--- config.mk ---
export PLATFORM = sky130hd
export DESIGN_NAME = bmdma_regs
export DESIGN_NICKNAME = d
export VERILOG_FILES = /design/src/rtl/bmdma_regs_pkg.sv /design/src/rtl/bmdma_chan.sv /design/src/rtl/bmdma_mode.sv /design/src/rtl/bmdma_regs.sv
export SDC_FILE = /design/constraint.sdc
export NUM_CORES = 1
export LEC_CHECK = 0
export ABC_AREA = 1
export BUFFER_PORTS_ARGS = -buffer_cell sky130_fd_sc_hd__buf_2
export CORE_MARGIN = 2
export CORE_UTILIZATION = 35
export DETAILED_ROUTE_END_ITERATION = 12
export GPL_TIMING_DRIVEN = 0
export PLACE_DENSITY = 0.56
export SYNTH_ARGS = -nofsm -noshare
export SYNTH_HDL_FRONTEND = slang
export SYNTH_SLANG_ARGS = --single-unit
--- constraint.sdc ---
create_clock -name clk_i -period 1 [get_ports clk_i]
set_clock_uncertainty 0.05 [all_clocks]
set_input_delay 0.2 -clock clk_i [delete_from_list [all_inputs] [get_ports clk_i]]
set_output_delay 0.2 -clock clk_i [all_outputs]
set_load 0.05 [all_outputs]
--- src/rtl/bmdma_regs_pkg.sv ---
package bmdma_regs_pkg;
  localparam int unsigned DW      = 8;
  localparam int unsigned WIN_LSB = 3;   // 8-byte window stride
  localparam int unsigned PEND_LSB = 2;

  typedef enum logic [1:0] {
    SEL_CMD  = 2'd0,
    SEL_MODE = 2'd1,
    SEL_STAT = 2'd2,
    SEL_TIM  = 2'd3
  } reg_sel_e;
endpackage

--- src/rtl/bmdma_chan.sv ---
module bmdma_chan #(
  parameter int unsigned DW = 8
) (
  input  logic          clk_i,
  input  logic          rst_ni,
  input  logic          cmd_we_i,
  input  logic          stat_we_i,
  input  logic          tim_we_i,
  input  logic [DW-1:0] wdata_i,
  input  logic          active_i,
  input  logic          err_i,
  input  logic          done_i,
  output logic [DW-1:0] cmd_o,
  output logic [DW-1:0] stat_o,
  output logic [DW-1:0] tim_o
);
  logic [DW-1:0] cmd_q, tim_q;
  logic          err_q, evt_q;
  logic [1:0]    rw_q;

  always_ff @(posedge clk_i or negedge rst_ni) begin
    if (!rst_ni) begin
      cmd_q <= '0;
      tim_q <= '0;
      err_q <= 1'b0;
      evt_q <= 1'b0;
      rw_q  <= '0;
    end else begin
      if (cmd_we_i) cmd_q <= wdata_i;
      if (tim_we_i) tim_q <= wdata_i;
      if (stat_we_i) rw_q <= wdata_i[6:5];
      // event pulse beats a same-cycle clear
      if (err_i)                        err_q <= 1'b1;
      else if (stat_we_i && wdata_i[1]) err_q <= 1'b0;
      if (done_i)                       evt_q <= 1'b1;
      else if (stat_we_i && wdata_i[2]) evt_q <= 1'b0;
    end
  end

  always_comb begin
    stat_o    = '0;
    stat_o[0] = active_i;
    stat_o[1] = err_q;
    stat_o[2] = evt_q;
    stat_o[6:5] = rw_q;
  end

  assign cmd_o = cmd_q;
  assign tim_o = tim_q;

  assert_err_wins_R8: assert property (@(posedge clk_i) disable iff (!rst_ni)
    err_i |=> stat_o[1]);
  assert_evt_wins_R8: assert property (@(posedge clk_i) disable iff (!rst_ni)
    done_i |=> stat_o[2]);
  assert_w1c_R7: assert property (@(posedge clk_i) disable iff (!rst_ni)
    (stat_we_i && wdata_i[2] && !done_i) |=> !stat_o[2]);
  assert_cmd_hold_R3: assert property (@(posedge clk_i) disable iff (!rst_ni)
    !cmd_we_i |=> $stable(cmd_o));
endmodule

--- src/rtl/bmdma_mode.sv ---
module bmdma_mode #(
  parameter int unsigned NCH = 2,
  parameter int unsigned DW  = 8
) (
  input  logic           clk_i,
  input  logic           rst_ni,
  input  logic [NCH-1:0] chan_irq_i,
  input  logic           mode_we_i,
  input  logic [DW-1:0]  wdata_i,
  output logic [DW-1:0]  mode_o,
  output logic           irq_o
);
  localparam int unsigned PEND_LSB = bmdma_regs_pkg::PEND_LSB;
  localparam int unsigned BLK_LSB  = PEND_LSB + NCH;

  logic [NCH-1:0] pend_q, blk_q;
  logic           irq_q;

  always_ff @(posedge clk_i or negedge rst_ni) begin
    if (!rst_ni) begin
      pend_q <= '0;
      blk_q  <= '0;
      irq_q  <= 1'b0;
    end else begin
      pend_q <= chan_irq_i;
      if (mode_we_i) blk_q <= wdata_i[BLK_LSB +: NCH];
      irq_q <= |(pend_q & ~blk_q);
    end
  end

  always_comb begin
    mode_o = '0;
    mode_o[PEND_LSB +: NCH] = pend_q;
    mode_o[BLK_LSB +: NCH]  = blk_q;
  end

  assign irq_o = irq_q;

  assert_pend_follow_R5: assert property (@(posedge clk_i) disable iff (!rst_ni)
    rst_ni |=> (mode_o[PEND_LSB +: NCH] == $past(chan_irq_i)));
  assert_blk_hold_R4: assert property (@(posedge clk_i) disable iff (!rst_ni)
    !mode_we_i |=> $stable(mode_o[BLK_LSB +: NCH]));
  assert_all_blocked_R6: assert property (@(posedge clk_i) disable iff (!rst_ni)
    (&blk_q) |=> !irq_o);
  assert_none_pend_R6: assert property (@(posedge clk_i) disable iff (!rst_ni)
    (pend_q == '0) |=> !irq_o);
  assert_ch0_raise_R6: assert property (@(posedge clk_i) disable iff (!rst_ni)
    (pend_q[0] && !blk_q[0]) |=> irq_o);
endmodule

--- src/rtl/bmdma_regs.sv ---
module bmdma_regs
  import bmdma_regs_pkg::*;
#(
  parameter int unsigned NCH = 2,
  parameter int unsigned AW  = WIN_LSB + $clog2(NCH)
) (
  input  logic              clk_i,
  input  logic              rst_ni,
  input  logic              wr_en_i,
  input  logic              rd_en_i,
  input  logic [AW-1:0]     addr_i,
  input  logic [DW-1:0]     wdata_i,
  output logic [DW-1:0]     rdata_o,
  input  logic [NCH-1:0]    chan_irq_i,
  input  logic [NCH-1:0]    eng_active_i,
  input  logic [NCH-1:0]    eng_err_i,
  input  logic [NCH-1:0]    eng_done_i,
  output logic              irq_o,
  output logic [NCH*DW-1:0] cmd_o,
  output logic [NCH-1:0]    start_o,
  output logic [NCH-1:0]    dir_o
);
  localparam int unsigned CH_W = AW - WIN_LSB;

  logic [CH_W-1:0] ch_idx;
  reg_sel_e        sel;
  logic            win_hit;
  logic            mode_we;
  logic [DW-1:0]   mode_w;
  logic [NCH-1:0][DW-1:0] cmd_w, stat_w, tim_w;
  logic [DW-1:0]   rd_val, rdata_q;

  assign ch_idx  = addr_i[AW-1:WIN_LSB];
  assign sel     = reg_sel_e'(addr_i[1:0]);
  assign win_hit = !addr_i[2];
  assign mode_we = wr_en_i && win_hit && (sel == SEL_MODE);

  for (genvar c = 0; c < NCH; c++) begin : g_ch
    logic ch_wr;
    assign ch_wr = wr_en_i && win_hit && (ch_idx == CH_W'(c));

    bmdma_chan #(.DW(DW)) u_chan (
      .clk_i     (clk_i),
      .rst_ni    (rst_ni),
      .cmd_we_i  (ch_wr && (sel == SEL_CMD)),
      .stat_we_i (ch_wr && (sel == SEL_STAT)),
      .tim_we_i  (ch_wr && (sel == SEL_TIM)),
      .wdata_i   (wdata_i),
      .active_i  (eng_active_i[c]),
      .err_i     (eng_err_i[c]),
      .done_i    (eng_done_i[c]),
      .cmd_o     (cmd_w[c]),
      .stat_o    (stat_w[c]),
      .tim_o     (tim_w[c])
    );

    assign start_o[c]           = cmd_w[c][0];
    assign dir_o[c]             = cmd_w[c][3];
    assign cmd_o[c*DW +: DW]    = cmd_w[c];
  end

  bmdma_mode #(.NCH(NCH), .DW(DW)) u_mode (
    .clk_i      (clk_i),
    .rst_ni     (rst_ni),
    .chan_irq_i (chan_irq_i),
    .mode_we_i  (mode_we),
    .wdata_i    (wdata_i),
    .mode_o     (mode_w),
    .irq_o      (irq_o)
  );

  always_comb begin
    rd_val = '0;
    if (win_hit) begin
      unique case (sel)
        SEL_CMD:  rd_val = cmd_w[ch_idx];
        SEL_MODE: rd_val = mode_w;
        SEL_STAT: rd_val = stat_w[ch_idx];
        SEL_TIM:  rd_val = tim_w[ch_idx];
        default:  rd_val = '0;
      endcase
    end
  end

  always_ff @(posedge clk_i or negedge rst_ni) begin
    if (!rst_ni)      rdata_q <= '0;
    else if (rd_en_i) rdata_q <= rd_val;
  end

  assign rdata_o = rdata_q;

  assert_rdata_hold_R2: assert property (@(posedge clk_i) disable iff (!rst_ni)
    !rd_en_i |=> $stable(rdata_o));
  assert_hole_read_R1: assert property (@(posedge clk_i) disable iff (!rst_ni)
    (rd_en_i && addr_i[2]) |=> (rdata_o == '0));
endmodule

-- After elaboration in Yosys (flattened, before gate mapping)
Index checks and enable logic that the tools add are counted.
- memory bits (read-only): 0
- memories kept: 0
- RAM bits: 0
- bits in latches: 0
- register bits: 53
- input port bits: 24
- output and inout bits: 29
- word-level logic and storage cells: 58
- mux-type cells: 16
- multiply operators: 0
- bitwise operators: 3
- shift-type cells: 0
- $lt $le $gt $ge: 1
- div/mod/pow operators: 0
- reduce and logical (&&, ||, !) cells: 21
- equality and inequality tests: 3
- $add $sub $neg: 0
- operators by type and width (kind ; number):
    $mux W8 ; 6
    $pmux W8 S4 ; 1
    $logic_and A1 B1 Y1 ; 14
    $mux W1 ; 8
    $reduce_bool A2 Y1 ; 4
    $mux W7 ; 1
    $eq A2 B2 Y1 const B ; 2
    $and A2 B2 Y2 ; 1
    $eq A2 B1 Y1 const B ; 1
    $logic_not A2 Y1 ; 1
    $lt A1 B2 Y1 const B ; 1
    $not A2 Y2 ; 1
    $reduce_or A2 Y1 ; 1
    $logic_not A1 Y1 ; 1
    $not A1 Y1 ; 1

-- Depth between registers and ports, before layout
Gate-level depths: netlist of run 1.
- word-level depth: 7
- mapped depth: 9
- gate-level depth less buffers: 7

-- Cells and area by module
A second synthesis of run 1 with hierarchy kept.
- cell total of the unflattened synthesis: 387
- area, all modules: 2796.4 um2
- by module, submodules not included (module ; cells each ; sequential area each (um2) ; area each (um2) ; times used):
    bmdma_chan ; 91 ; 500.5 ; 827.0 ; 2
    bmdma_regs ; 183 ; 200.2 ; 938.4 ; 1
    bmdma_mode ; 22 ; 125.1 ; 203.9 ; 1

-- Least setup slack after synthesis of run 1
Ideal clock, no wire load.
- path kind: input port to flip-flop
- from: in addr_i[3]
- to: reg g_ch[1].u_chan.tim_q[5]
- slack: -176 ps
- cell stages on the path: 5
- arrival time: 1001 ps
- data required time: 825 ps
- library setup time: 125 ps
- buffers on the path: 2
- cell sequence: buf_2 inv_2 nor3_4 buf_6 a21oi_1
- word-level cells in the longest chain between the ends: 2
- RTL lines (what ; line ; text):
    start, declared ; bmdma_regs.sv:11 ; input logic [AW-1:0] addr_i,
    $logic_and A1 B1 Y1 ; bmdma_regs.sv:40 ; assign ch_wr = wr_en_i && win_hit && (ch_idx == CH_W'(c));
    $logic_and A1 B1 Y1 ; bmdma_regs.sv:47 ; .tim_we_i (ch_wr && (sel == SEL_TIM)),
    end signal, assigned ; bmdma_chan.sv:30 ; if (tim_we_i) tim_q <= wdata_i;
    end, declared ; bmdma_chan.sv:17 ; logic [DW-1:0] cmd_q, tim_q;
No other way between the ends.
A chain may end at the register's enable or synchronous reset.

-- Final worst setup path of run 1
- from: reg g_ch[1].u_chan.cmd_q[0]
- to: out start_o[1]
- RTL lines (what ; line ; text):
    start, declared ; bmdma_chan.sv:17 ;
    start signal, assigned ; bmdma_chan.sv:29 ; if (cmd_we_i) cmd_q <= wdata_i;
    end, declared ; bmdma_regs.sv:20 ; output logic [NCH-1:0] start_o,
No word-level cell between the ends.

==> reports/results.tsv, run 1 <==
metric	value	unit
via_per_inst	4.63	
postSynthAreaPerCell	8.00	um2
power.leakage	1.90	nW
drtIter0Drc	83	
run_status	complete, but fails checks	
n_antenna_cell	0	
setup_ws	-248	ps
root_buffer	clkbuf_8	
antenna_found_initial	0	
cp.arrival	1000	ps
drc_errors	0	
setup_violations	36	
syn-num-nets	336	
synth-seq-cells	53	
r2r_end	rdata_o[0]	
power_density	1830	nW/um2
grt_pass1_wl	11000	um
firstDrtPassIters	4	
grt_usage	18.6	%
fmax	801	MHz
finalHoldViolCount	53	
r2r_start	g_ch[0].u_chan.cmd_o[0]	
cts_buffers	5	
max_stage_delay	430	ps
cts.sinks	53	
place_ws	-482	ps
nNetsFinal	424	
ir_drop	0.000557	V
fp.dieW	88.5	um
async_reset_ff_share	100	%
synth.most_common_cell	nand2_1	
timing.critical_path.buf_inv	2	
ant_nets	0	
wl	6780	um
post_drt_wl_per_cell	13.6	um
clk_path_buf_depth	2	
ys.flop_type	dfrtp_1	
grt_pass1_vias	2255	
vias	2301	
worst-path-max-fanout	3	
maxCapViolCount	0	
cts.reportedPaths.clkPinSlew	90	ps
yosysTopAreaCell	dfrtp_1	
rows	30	
min_period_over_period	125	%
core-area	6830	um2
cp-start-kind	flip-flop	
violations	negative hold slack, negative setup slack	
hold_buffers	2	
final_layout_size_suffix_gt1_share	39.9	%
initial_core_util	36.6	%
globalRouteOverflowTotal	0	
fin_crit	1250	ps
synthCells	312	
syn_to_final_growth	45.0	%
synth.top_cell.area_share	53.1	%
slowest_stage	dfrtp_2	
cts_tree	done	
die_area	7830	um2
rsz0062_at_grt	true	
critical_path_class	flip-flop to output port	
reg2reg_depth	7	
synthDistinctLibCells	22	
holdWs	-124	ps
netlist_area	2500	um2
cp.required	750	ps
cp-end-kind	output port	
synth-edff-count	0	
worstMarginPinSlew	705	ps
cts_max_level	2	
utilization	53.0	%
port_buffers	51	
regToRegSetupSlack	-80	ps
die_h	88.5	um
ys_seq_area_share	53.1	%
gp_congestion	0.821	
synth_warnings	0	
io_pins	53	
crit_chain	buf_6, buf_8	
startpoint	g_ch[1].u_chan.cmd_o[0]	
nFillCells	677	
final_area	3620	um2
maxSlewViolCount	0	
insertion_delay	310	ps
crit_family	flip-flops	
dpl_cell_area	2950	um2
hold_path_class	primary input to async pin	
post-dp-hpwl	4530	um
synth_area_leaders	dfrtp_1 53%, nand2_1 18%, o21ai_0 7.4%, inv_1 5.3%, nand3_1 3.0%	
synth_common_cells	123 x nand2_1, 53 x dfrtp_1, 37 x o21ai_0, 35 x inv_1, 15 x nand3_1	
slew_headroom	53.0	%
grt_max_degree	54	
## sequential cells by signal, indices dropped and copies added, names as in the netlist
register,cells
g_ch.u_chan.rw_q,4
g_ch.u_chan.err_q,2
u_mode.blk_q,2
rdata_o,8
u_mode.pend_q,2
g_ch.u_chan.tim_o,16
u_mode.irq_o,1
g_ch.u_chan.evt_q,2
g_ch.u_chan.cmd_o,16
## per-layer routing
metal	up-vias	share of wire, %	GRT usage (%)
met4	0	2.4	6.89
li1	1140	-	-
met2	61	46	29.0
met1	1089	47	25.4
met3	11	4.3	4.20
met5	-	0	0
## area by class of cell
cell class	count	area, um2	area share, %
clock inverters	1	5.00	0.138
well taps	96	120	3.32
repair buffers	81	708	19.6
inverters	38	150	4.15
clock buffers	7	96.3	2.66
plain buffers	12	124	3.42
multi-input cells	209	1070	29.6
flip-flops and latches	53	1350	37.2
## cell usage in the layout, fill, tap and decap left out, drive strengths merged, types with 2 or more instances in the layout
cell,synthesis,routed
nand2,128,128
buf,12,91
dfrtp,53,53
o21ai,39,39
inv,37,37
nand3,17,17
nor2,14,14
clkbuf,0,7
a21oi,6,6
o211ai,2,2
dlygate4sd3,0,2
clkinv,1,2
## metrics by stage
step	cells	TNS, ps	total power (W)
finish	497	-4770	0.00663
global route	497	-6360	0.00703
CTS	490	-5210	0.00651
detailed placement	459	-34250	0.00463
global placement	459	-32710	0.00460
floorplan	312	-163	0.00414
## worst reg2reg max path: cells and delay by family (launching register included)
family        cells  cell delay (ps)
buf+inv           2              190
flops             1              430
simple gates      5              310
## kinds of logic after synthesis
kind of cell | Yosys count | synth area share [%]
simple gates | 160 | 27.4
flops | 53 | 53.1
buf+inv | 50 | 9.02
compound gates | 49 | 10.5
## what timing repair did
| item | in CTS | in global routing |
|---|---|---|
| hold endpoints to repair | 55 | 53 |
| setup buffers | 21 | 7 |
| gates resized for setup | 68 | 39 |
| pin swaps | 6 | 13 |
| gates cloned | 0 | 0 |
| endpoints found under the setup margin | 82 | 61 |
## worst max path at each step
stage | to | slack [ps] | cells past startpoint
4_1_cts | dir_o[1] | -250 | 2
6_report | start_o[1] | -250 | 2
3_5_place_dp | g_ch[1].u_chan.cmd_o[6] | -480 | 6
3_3_place_gp | g_ch[1].u_chan.cmd_o[6] | -440 | 6
2_1_floorplan | g_ch[1].u_chan.tim_o[5] | -20 | 5
5_1_grt | dir_o[1] | -290 | 2
## power breakdown
part	switching, W	leakage [nW]	total, W	internal, W
logic	0.00146	1.21	0.00250	0.00104
clock network	0.000723	0.0542	0.00135	0.000628
registers	0.000246	0.630	0.00278	0.00253
total	0.00243	1.90	0.00663	0.00420
Note: power is estimated with default switching activity, not from simulation.
==> run 2: changes to the inputs <==
- SETUP_SLACK_MARGIN: default -> 0.5
==> reports/results.tsv, run 2 (synthesis gave the netlist of run 1 again) <==
metric	value	unit	change
n_antenna_cell	0		unchanged
slew_headroom	66.8	%	was 53.0%
wl	8140	um	was 6780 um
finalHoldViolCount	55		was 53
firstDrtPassIters	4		unchanged
cts_max_level	2		unchanged
worstMarginPinSlew	497	ps	was 705 ps
globalRouteOverflowTotal	0		unchanged
fin_tns_setup	-5080	ps	was -4770 ps
hold_path_class	primary input to async pin		unchanged
grt_pass1_vias	2403		was 2255
maxSlewViolCount	0		unchanged
fp.dieW	88.5	um	unchanged
cts_tree	done		unchanged
drc_errors	0		unchanged
utilization	63.2	%	was 53.0%
maxCapViolCount	0		unchanged
holdWs	-215	ps	was -124 ps
power.leakage	2.12	nW	was 1.90 nW
r2r_start	g_ch[1].u_chan.cmd_o[6]		was g_ch[0].u_chan.cmd_o[0]
root_buffer	clkbuf_8		unchanged
violations	negative hold slack, negative setup slack		unchanged
syn_to_final_growth	72.7	%	was 45.0%
grt_max_degree	54		unchanged
setup_violations	37		was 36
setup_ws	-267	ps	was -248 ps
post-dp-hpwl	4460	um	was 4530 um
cp-end-kind	output port		unchanged
min_period_over_period	127	%	was 125%
clk_path_buf_depth	2		unchanged
cp.arrival	1020	ps	was 1000 ps
vias	2493		was 2301
die_area	7830	um2	unchanged
startpoint	g_ch[1].u_chan.cmd_o[3]		was g_ch[1].u_chan.cmd_o[0]
grt_pass1_wl	12000	um	was 11000 um
worst-path-max-fanout	3		unchanged
die_h	88.5	um	unchanged
final_area	4310	um2	was 3620 um2
critical_path_class	flip-flop to output port		unchanged
dp_cells	459		unchanged
cts_buffers	5		unchanged
antenna_found_initial	0		unchanged
final_layout_size_suffix_gt1_share	60.0	%	was 39.9%
ir_drop	0.000680	V	was 0.000557 V
cp.required	750	ps	about the same
post_drt_wl_per_cell	15.7	um	was 13.6 um
final_cell_mix	84 x nand2_1, 59 x buf_6, 34 x nand2_2		was 111 x nand2_1, 41 x buf_6, 37 x dfrtp_1
gp_congestion	0.791		was 0.821
cp-start-kind	flip-flop		unchanged
finalNonFillerCells	519		was 497
power_density	1650	nW/um2	was 1830 nW/um2
insertion_delay	310	ps	about the same
drtIter0Drc	89		was 83
nNetsFinal	446		was 424
cts.sinks	53		unchanged
port_buffers	51		unchanged
io_pins	53		unchanged
layout_commonest_cell	nand2_1		unchanged
grt_usage	20.3	%	was 18.6%
dpl_cell_area	3000	um2	was 2950 um2
fmax	789	MHz	was 801 MHz
cts.reportedPaths.clkPinSlew	100	ps	was 90 ps
fin_crit	1270	ps	was 1250 ps
via_per_inst	4.80		was 4.63
ant_nets	0		unchanged
rows	30		unchanged
rsz0062_at_grt	true		unchanged
initial_core_util	36.6	%	unchanged
reg2reg_depth	7		unchanged
core-area	6830	um2	unchanged
run_status	complete, but fails checks		unchanged
-- run 2: path summary, 6_finish.rpt --
| kind | endpoint | slack [ps] |
|---|---|---|
| min in group clk_i | u_mode.pend_q[1] | -70 |
| setup reg to reg | rdata_o[6] | -60 |
| max in group asynchronous | g_ch[1].u_chan.cmd_o[5] | 740 |
| hold / removal | g_ch[1].u_chan.tim_o[3] | -220 |
| hold reg to reg | g_ch[0].u_chan.tim_o[1] | 440 |
| setup / recovery | dir_o[1] | -270 |
-- run 2: repair_timing --
item | 4_1_cts | 5_1_grt
gates resized for setup | 170 | 82
endpoints found under the setup margin | 133 | 80
gates cloned | 4 | 0
pin swaps | 29 | 26
setup buffers | 35 | 13
endpoints found under the hold margin | 55 | 55
-- run 2: worst max-delay path, stage by stage (launching register included) --
cell	delay, ps
dfrtp_2	440
buf_6	120
buf_8	140
-- run 2: cell type report --
cell class	instances	area, um2
Sequential cell	53	1360
Tap cell	96	120
Multi-Input combinational cell	209	1320
Buffer	12	149
Timing Repair Buffer	103	1090
Clock buffer	8	90.1
Inverter	38	180
Fill cell	570	2520
-- run 2: layer usage --
metal / global-route usage (%) / routed length (um) / vias to the layer above
li1: - / - / 1199
met1: 26.9 / 3340 / 1194
met2: 34.3 / 4210 / 81
met3: 3.17 / 380 / 19
met4: 6.47 / 202 / 0
met5: 0 / 0 / -
-- run 2: through the flow --
step           total power, W  hold WS [ps]  setup WS, ps
5_1_grt               0.00746          -176          -291
6_report              0.00714          -215          -267
3_3_place_gp          0.00463           258          -484
3_5_place_dp          0.00465           260          -486
4_1_cts               0.00669          -202          -265
2_1_floorplan         0.00417          -146         -19.9
-- run 2: report_power, final --
group	internal (W)	switching, W	total (W)
combinational	0.00134	0.00165	0.00299
clock	0.000568	0.000723	0.00129
sequential	0.00254	0.000316	0.00285
==> run 3: changes to the inputs <==
- PLACE_DENSITY: 0.56 -> 0.67
==> reports/results.tsv, run 3 (synthesis gave the netlist of run 1 again) <==
metric	value	unit	change
met2_usage	36.3	%	was 34.3%
post_drt_wl_per_cell	16.9	um	was 15.7 um
grt_pass1_wl	12400	um	was 12000 um
p_seq_share	37.0	%	was 40.0%
hold_path_class	primary input to async pin		unchanged
syn_to_final_growth	76.6	%	was 72.7%
grt_pass1_vias	2389		was 2403
drc_errors	0		unchanged
post-dp-hpwl	4470	um	was 4460 um
clk_path_buf_depth	2		unchanged
dp_cells	459		unchanged
final_area	4410	um2	was 4310 um2
finalNonFillerCells	525		was 519
dpl_cell_area	3000	um2	unchanged
fmax	786	MHz	was 789 MHz
cts.reportedPaths.clkPinSlew	100	ps	about the same
cp-start-kind	flip-flop		unchanged
critical_path_class	flip-flop to output port		unchanged
ant_nets	0		unchanged
met3_usage	3.82	%	was 3.17%
gp_congestion	0.830		was 0.791
cts_buffers	5		unchanged
rsz0062_at_grt	true		unchanged
cp.required	750	ps	about the same
final_layout_size_suffix_gt1_share	62.0	%	was 60.0%
initial_core_util	36.6	%	unchanged
p_sw_share	36.3	%	was 37.6%
fin_tns_setup	-5660	ps	was -5080 ps
pwr-share-comb	40.4	%	was 41.9%
cts_max_level	2		unchanged
slew_headroom	68.0	%	was 66.8%
port_buffers	51		unchanged
intPower	0.00493	W	was 0.00445 W
nNetsFinal	452		was 446
total_power	0.00774	W	was 0.00714 W
fp.dieW	88.5	um	unchanged
violations	negative hold slack, negative setup slack		unchanged
grt_usage	21.3	%	was 20.3%
cp.arrival	1020	ps	about the same
cts.sinks	53		unchanged
n_antenna_cell	0		unchanged
worst-path-max-fanout	3		unchanged
switching_power	0.00281	W	was 0.00268 W
firstDrtPassIters	6		was 4
root_buffer	clkbuf_8		unchanged
maxSlewViolCount	0		unchanged
via_per_inst	5.10		was 4.80
maxCapViolCount	0		unchanged
cp-end-kind	output port		unchanged
layout_commonest_cell	nand2_1		unchanged
finalHoldViolCount	55		unchanged
cts_tree	done		unchanged
fin_crit	1270	ps	about the same
holdWs	-233	ps	was -215 ps
grt_use_met1	26.7	%	was 26.9%
die_h	88.5	um	unchanged
worstMarginPinSlew	480	ps	was 497 ps
drtIter0Drc	238		was 89
globalRouteOverflowTotal	0		unchanged
setup_violations	38		was 37
antenna_found_initial	0		unchanged
core-area	6830	um2	unchanged
vias	2675		was 2493
ir_drop	0.000597	V	was 0.000680 V
setup_ws	-273	ps	was -267 ps
power_density	1760	nW/um2	was 1650 nW/um2
io_pins	53		unchanged
place_ws	-507	ps	was -486 ps
power.leakage	2.16	nW	was 2.12 nW
rows	30		unchanged
top_usage_layer	met2		unchanged
min_period_over_period	127	%	about the same
final_cell_mix	87 x nand2_1, 64 x buf_6, 30 x nand2_2		was 84 x nand2_1, 59 x buf_6, 34 x nand2_2
insertion_delay	320	ps	was 310 ps
p_clk_share	22.7	%	was 18.1%
wl	8860	um	was 8140 um
run_status	complete, but fails checks		unchanged
grt_max_degree	54		unchanged
die_area	7830	um2	unchanged
run 3: changes by cell type in the layout (fill, tap and decap cells not counted), moves of 2 or more:
| cell | delta |
|---|---|
| buf_4 | +3 |
| nor2_2 | -3 |
| a21oi_2 | +2 |
| a21oi_1 | -2 |
| clkbuf_1 | -2 |
| nand2_1 | +3 |
| buf_6 | +5 |
| bufinv_16 | +2 |
| nor2_4 | +3 |
| nand2_2 | -4 |
| o21ai_2 | +6 |
| o21ai_1 | -4 |
run 3: cell type report:
cell class | instances | area (um2)
Tap cell | 96 | 120
Timing Repair Buffer | 109 | 1130
Multi-Input combinational cell | 209 | 1350
Fill cell | 497 | 2420
Sequential cell | 53 | 1360
Clock inverter | 3 | 65.1
Buffer | 12 | 145
Clock buffer | 5 | 68.8
Inverter | 38 | 173
run 3: path summary, 6_finish.rpt:
path	startpoint	to	slack (ps)	depth (start not counted)
max	g_ch[0].u_chan.cmd_o[3]	dir_o[0]	-270	2
min	rst_ni	u_mode.blk_q[1]	-230	1
max reg2reg	g_ch[0].u_chan.cmd_o[0]	rdata_o[0]	-190	8
min reg2reg	g_ch[0].u_chan.tim_o[0]	g_ch[0].u_chan.tim_o[0]	440	2
max in group asynchronous	rst_ni	g_ch[1].u_chan.cmd_o[6]	770	1
min in group clk_i	chan_irq_i[1]	u_mode.pend_q[1]	-70	1
run 3: per-stage QoR:
stage | util (%) | hold WS [ps]
global route | 64.6 | -206
finish | 64.6 | -233
floorplan | - | -146
detailed placement | 43.9 | 260
global placement | 43.9 | 258
CTS | 58.2 | -110
run 3: per-layer routing:
layer  wire, um  up-vias  part of all wire (%)
met5          0        -                     0
met4        323        0                   3.6
met3        553       35                   6.2
met2       4540      148                    51
met1       3440     1283                    39
li1           -     1209                     -
run 3: power groups by stage:
stage / Combinational [W] / Clock (W) / Sequential [W]
6_report: 0.00312 / 0.00175 / 0.00286
5_1_grt: 0.00330 / 0.00184 / 0.00290
4_1_cts: 0.00262 / 0.00174 / 0.00280
3_5_place_dp: 0.00185 / 0 / 0.00281
3_3_place_gp: 0.00182 / 0 / 0.00280
2_1_floorplan: 0.000795 / 0 / 0.00338
run 3: timing repair:
action	4_1_cts	5_1_grt
setup buffers	40	14
gates cloned	4	0
resized for setup	167	91
hold endpoints to repair	55	55
endpoints found under the setup margin	133	133
pin swaps	38	38
run 3: critical path: stages (launching register included):
cell     delay [ps]
dfrtp_2         440
buf_8           120
buf_8           140
